## src/rtl/pwm_cmp_gen.sv

```systemverilog
module pwm_cmp_gen #(
  parameter int W = 8
) (
  input  logic         clk,
  input  logic         rst_n,
  input  logic         cnt_en,
  input  logic [1:0]   wave_mode,
  input  logic         mode_x,
  input  logic [W-1:0] top_val,
  input  logic [W-1:0] cmp_a,
  input  logic [W-1:0] cmp_b,
  input  logic [1:0]   com_a,
  input  logic [1:0]   com_b,
  input  logic         dir_a,
  input  logic         dir_b,
  output logic         out_a,
  output logic         out_b,
  output logic         oe_a,
  output logic         oe_b
);
  localparam logic [W-1:0] ALL1  = '1;
  localparam logic [1:0] M_WRAP  = 2'b00;
  localparam logic [1:0] M_CLR   = 2'b01;
  localparam logic [1:0] M_FAST  = 2'b10;
  localparam logic [1:0] M_PHASE = 2'b11;

  logic [W-1:0] cnt_q, cnt_d, sh_a_q, sh_b_q, top;
  logic up_q, up_d, pin_a_q, pin_b_q;

  wire pwm    = wave_mode[1];
  wire phase  = (wave_mode == M_PHASE);
  wire at_top = (cnt_q == top);
  wire at_bot = (cnt_q == '0);
  wire rising = at_bot | (up_q & ~at_top);
  wire [W-1:0] ca = pwm ? sh_a_q : cmp_a;
  wire [W-1:0] cb = pwm ? sh_b_q : cmp_b;
  wire refresh = ~pwm | (cnt_en & (at_top | (phase & at_bot)));

  always_comb begin
    case (wave_mode)
      M_WRAP:  top = ALL1;
      M_CLR:   top = cmp_a;
      default: top = top_val;
    endcase
  end

  always_comb begin
    cnt_d = cnt_q;
    up_d  = up_q;
    if (!phase) begin
      up_d  = 1'b1;
      cnt_d = at_top ? '0 : cnt_q + 1'b1;
    end else if (rising && !at_top) begin
      up_d  = 1'b1;
      cnt_d = cnt_q + 1'b1;
    end else begin
      up_d  = 1'b0;
      cnt_d = at_bot ? cnt_q : cnt_q - 1'b1;
    end
  end

  function automatic logic linked(input logic [1:0] code, input logic is_a,
                                  input logic pw, input logic mx);
    return (code != 2'b00) && !(pw && code == 2'b01 && !(is_a && mx));
  endfunction

  function automatic logic next_pin(input logic [1:0] code, input logic hit,
                                    input logic cur, input logic ok,
                                    input logic pw, input logic ph,
                                    input logic ttop, input logic rise);
    if (!ok)            return cur;
    if (code == 2'b01)  return hit ? ~cur : cur;
    if (!pw)            return hit ? code[0] : cur;
    if (!ph) begin
      if (ttop)         return ~code[0];
      return hit ? code[0] : cur;
    end
    return hit ? (rise ? code[0] : ~code[0]) : cur;
  endfunction

  wire link_a = linked(com_a, 1'b1, pwm, mode_x);
  wire link_b = linked(com_b, 1'b0, pwm, mode_x);
  wire nx_a = next_pin(com_a, cnt_q == ca, pin_a_q, link_a, pwm, phase, at_top, rising);
  wire nx_b = next_pin(com_b, cnt_q == cb, pin_b_q, link_b, pwm, phase, at_top, rising);

  always_ff @(posedge clk or negedge rst_n) begin
    if (!rst_n) begin
      cnt_q   <= '0;
      up_q    <= 1'b1;
      pin_a_q <= 1'b0;
      pin_b_q <= 1'b0;
      sh_a_q  <= '0;
      sh_b_q  <= '0;
    end else begin
      if (cnt_en) begin
        cnt_q   <= cnt_d;
        up_q    <= up_d;
        pin_a_q <= nx_a;
        pin_b_q <= nx_b;
      end
      if (refresh) begin
        sh_a_q <= cmp_a;
        sh_b_q <= cmp_b;
      end
    end
  end

  assign out_a = pin_a_q;
  assign out_b = pin_b_q;
  assign oe_a  = link_a & dir_a;
  assign oe_b  = link_b & dir_b;

  a_r13_hold: assert property (@(posedge clk) disable iff (!rst_n)
    !cnt_en |=> ($stable(cnt_q) && $stable(out_a) && $stable(out_b)));
  a_r7_wrap: assert property (@(posedge clk) disable iff (!rst_n)
    (cnt_en && wave_mode == M_FAST && cnt_q == top_val) |=> (cnt_q == '0));
  a_r5_turn: assert property (@(posedge clk) disable iff (!rst_n)
    (cnt_en && phase && cnt_q == top_val && cnt_q != '0) |=> !up_q);
  a_r11_top_b: assert property (@(posedge clk) disable iff (!rst_n)
    (cnt_en && pwm && com_b[1] && cb == top_val && cnt_q == top_val)
      |=> (out_b == !$past(com_b[0])));
  a_r6_clear_b: assert property (@(posedge clk) disable iff (!rst_n)
    (cnt_en && !pwm && com_b == 2'b10 && cnt_q == cmp_b) |=> !out_b);
  a_r2_off_a: assert property (@(posedge clk) disable iff (!rst_n)
    (com_a == 2'b00) |-> !oe_a);
  a_r12_shadow: assert property (@(posedge clk) disable iff (!rst_n)
    (pwm && !(cnt_en && (cnt_q == top_val || (phase && cnt_q == '0))))
      |=> $stable(sh_b_q));
endmodule

```

## config.mk

```make
export PLATFORM = sky130hd
export DESIGN_NAME = pwm_cmp_gen
export DESIGN_NICKNAME = d
export VERILOG_FILES = /design/src/rtl/pwm_cmp_gen.sv
export SDC_FILE = /design/constraint.sdc
export NUM_CORES = 1
export LEC_CHECK = 0
export ABC_AREA = 1
export ABC_CLOCK_PERIOD_IN_PS = 3700
export BUFFER_PORTS_ARGS = -buffer_cell sky130_fd_sc_hd__buf_2
export CAP_MARGIN = 30
export CELL_PAD_IN_SITES_DETAIL_PLACEMENT = 0
export CELL_PAD_IN_SITES_GLOBAL_PLACEMENT = 1
export CORE_MARGIN = 2
export CORE_UTILIZATION = 43
export CTS_CLUSTER_DIAMETER = 80
export DETAILED_ROUTE_END_ITERATION = 8
export GPL_ROUTABILITY_DRIVEN = 0
export PLACE_DENSITY = 0.95
export SETUP_SLACK_MARGIN = 0.05
export SLEW_MARGIN = 0
export SYNTH_ARGS = -nofsm -noshare
export SYNTH_HDL_FRONTEND = slang
export SYNTH_SLANG_ARGS = --single-unit
```

## constraint.sdc

```tcl
create_clock -name clk -period 3.7 [get_ports clk]
set_input_delay 0.925 -clock clk [delete_from_list [all_inputs] [get_ports clk]]
set_output_delay 0.925 -clock clk [all_outputs]
set_load 0.01 [all_outputs]
```

==> impl_metrics.env <==
export IMPL_synthesis_area_um2=2391
export IMPL_dp_cells=478
export IMPL_vias_per_cell=5.095
export IMPL_io_buffer_count=39
export IMPL_end_kind="primary output"
export IMPL_ff_latch_area_um2=676.9
export IMPL_finalSetupTns_ns=0
export IMPL_critPathMaxFanout=17
export IMPL_rows=27
export IMPL_clock_tree_root_cell="clkbuf_8"
export IMPL_yosys_top_cells_area="dfrtp_1, nand2_1, nand3_1"
export IMPL_p_total_mw=1.143
export IMPL_cts_resized_gates=0
export IMPL_grt_start_max_net_pins=33
export IMPL_cts_sinks=27
export IMPL_clkPwrFrac_pct=15.8
export IMPL_clkLatencyLatePin_ns=0.29
export IMPL_worst_pin_slew_ns=0.6530
export IMPL_first_iter_violations=180
export IMPL_die_x_um=78.57
export IMPL_r2r_end="cnt_q[4]$_DFFE_PN0P_"
export IMPL_first_global_vias=2322
export IMPL_crit_type="in -> out"
export IMPL_ys_types=30
export IMPL_initial_core_util_pct=43.96
export IMPL_yosys_area_top_type="dfrtp_1"
export IMPL_drtPass1Iterations=4
export IMPL_numCtsBuffers=3
export IMPL_cts_tree="done"
export IMPL_fillers=582
export IMPL_clock_path_buffers=2
export IMPL_p_leak_nw=1.419
export IMPL_drv_cap=0
export IMPL_grt_total_usage_pct=21.53
export IMPL_multiInputGateArea_um2=1458
export IMPL_synth_net_count=415
export IMPL_dp_hpwl_mm=4.690
export IMPL_avgSynthCellArea_um2=6.342
export IMPL_outcome="finished, final reports clean"
export IMPL_min_to="up_q$_DFFE_PN1P_"
export IMPL_drv_slew=0
export IMPL_r2r_start="cnt_q[0]$_DFFE_PN0P_"
export IMPL_syn_inst=377
export IMPL_finalCritPeriodShare_pct=74.55
export IMPL_hold_start="up_q$_DFFE_PN1P_"
export IMPL_dpl_cell_area_um2=2604
export IMPL_core_area_um2=5439
export IMPL_intPower_uw=629.1
export IMPL_setup_viol=0
export IMPL_clk_pin_slew_worst_paths_ns=0.10
export IMPL_worst_clock_skew_ns=0.008380
export IMPL_drt_total_wl_mm=6.085
export IMPL_antenna_found_initial=0
export IMPL_cts_htree_levels=1
export IMPL_ys_seq_area_share_pct=28.31
export IMPL_reg2reg_slack_ns=1.37
export IMPL_ir_worst_vdd_v=0.0002023
export IMPL_grt_pass1_wl_mm=10.62
export IMPL_synth_top_area_share_pct=27.21
export IMPL_startpoint_type="input port"
export IMPL_final_area_um2=2653
export IMPL_drive_above_1_share_pct=17.07
export IMPL_ff2ff_path_depth=11
export IMPL_nets=449
export IMPL_min_period_ns=2.758
export IMPL_area_growth_pct=10.94
export IMPL_holdPathStages=2
export IMPL_worstHoldPathType="reg -> reg"
export IMPL_cp_arrival_ns=1.83
export IMPL_finalHoldViolations=0
export IMPL_rsz0062_at_grt="no"
export IMPL_instances_no_fill=482
export IMPL_antenna_left=0
export IMPL_fmax_mhz=362.5
export IMPL_die_y_um=78.57
export IMPL_globalRouteOverflowTotal=0
export IMPL_ys_ff_latch=27
export IMPL_critPathRequiredTime_ns=2.77
export IMPL_post_cts_buffers=0
export IMPL_p_sw_uw=513.8
export IMPL_p_sw_share_pct=44.96
export IMPL_relSlewSlack_pct=56.47
export IMPL_powerDensity_nw_per_um2=430.9
export IMPL_yosysWarnings=0
export IMPL_wl_per_cell_um=12.62
export IMPL_finish_utilization_pct=48.77
export IMPL_n_antenna_cell=0
export IMPL_num_io_pins=40
export IMPL_power_frac_seq_pct=36.7
export IMPL_pwr_share_comb_pct=47.4
export IMPL_hold_buffers=0
export IMPL_dieArea_um2=6173
export IMPL_vias=2456
export IMPL_drc=0
worst max path at each step:
| stage | from | to | slack [ns] | cells after the start |
|---|---|---|---|---|
| floorplan | wave_mode[1] | oe_a | 1.16 | 5 |
| global route | wave_mode[1] | oe_a | 0.86 | 6 |
| CTS | wave_mode[1] | oe_a | 0.94 | 6 |
| global placement | wave_mode[1] | cnt_q[7]$_DFFE_PN0P_ | 0.91 | 17 |
| finish | wave_mode[1] | oe_a | 0.94 | 6 |
| detailed placement | wave_mode[1] | cnt_q[7]$_DFFE_PN0P_ | 0.86 | 17 |
metrics by stage:
stage / hold WS [ns] / setup slack [ns]
after floorplan: 0.4712 / 1.160
after global placement: 0.4876 / 0.9149
after detailed placement: 0.5021 / 0.8576
after CTS: 0.5175 / 0.9363
after global routing: 0.5601 / 0.8642
final: 0.5118 / 0.9415
state kept, by name, summed over array words and instances (netlist names):
register / count
cnt_q: 8
out_b: 1
sh_a_q: 8
out_a: 1
sh_b_q: 8
up_q: 1
cells in the final DEF (no fill, tap or decap):
| cell | netlist | layout |
|---|---|---|
| nor2_1 | 35 | 35 |
| clkinv_1 | 3 | 3 |
| ha_1 | 2 | 2 |
| o211ai_1 | 3 | 3 |
| o21ai_2 | 1 | 1 |
| nand3_2 | 1 | 1 |
| clkinvlp_4 | 0 | 1 |
| buf_4 | 4 | 2 |
| xor2_1 | 17 | 17 |
| nor2_4 | 2 | 2 |
| nand2_2 | 8 | 8 |
| clkbuf_8 | 0 | 3 |
| inv_2 | 3 | 3 |
| nand2_1 | 116 | 116 |
| nor3_1 | 4 | 4 |
| nand3_1 | 37 | 37 |
| or2_2 | 2 | 2 |
| o21a_1 | 1 | 1 |
| buf_2 | 4 | 39 |
| nand2_4 | 5 | 5 |
| o21ai_0 | 10 | 10 |
| o21ai_1 | 15 | 15 |
| inv_1 | 39 | 39 |
| a31oi_1 | 3 | 3 |
| dfrtp_1 | 26 | 26 |
| nand4_1 | 10 | 10 |
| nor2_2 | 2 | 2 |
| xnor2_1 | 2 | 2 |
| a21oi_1 | 17 | 17 |
| dfstp_2 | 1 | 1 |
per-layer routing:
layer	GRT usage [%]	share of wire [%]	vias to the layer above
met5	0	0	-
li1	-	-	1267
met1	27.74	45	1127
met3	2.759	5.0	5
met4	5.965	0.97	0
met2	37.69	49	57
cell families after synthesis:
family                   after synthesis  share of synthesized area, %
flip-flops                            27                         28.31
buffers and inverters                 57                         10.73
AND/OR/NAND/NOR                      222                         41.76
AO/OA/AOI/OAI                         50                         11.20
XOR/XNOR                              19                         6.960
adder cells (fa/ha/maj)                2                         1.046
critical path, stage by stage:
cell     delay (ns)
buf_2          0.09
inv_2          0.13
or2_2          0.31
a21oi_1        0.18
nor2_1         0.06
buf_2          0.13
power by group through the flow:
stage	Clock [mW]	Combinational [mW]	Sequential (mW)
floorplan	0	0.448	0.389
global placement	0	0.530	0.425
detailed placement	0	0.543	0.427
CTS	0.192	0.545	0.420
global route	0.202	0.617	0.429
finish	0.181	0.542	0.420
Yosys cell counts:
cell type,instances
o21ai_0,10
buf_2,4
a31oi_1,3
nor2_1,35
nor2_2,2
dfrtp_1,26
nand2_4,5
a21oi_1,17
inv_1,39
nor3_1,4
xor2_1,17
buf_6,3
clkinv_1,3
clkbuf_1,1
o21ai_2,1
ha_1,2
inv_2,3
xnor2_1,2
nor2_4,2
nand3_1,37
nand2_1,116
nand4_1,10
dfstp_2,1
o21a_1,1
nand2_2,8
o211ai_1,3
buf_4,4
o21ai_1,15
or2_2,2
nand3_2,1
final cells by class:
cell class	instances	area share [%]
tap	72	3.396
timing repair buffer	41	7.925
sequential	27	25.52
multi-input combinational	293	54.95
clock inverter	1	0.2830
clock buffer	3	1.557
inverter	45	6.368
(Power assumes the default switching activity.)
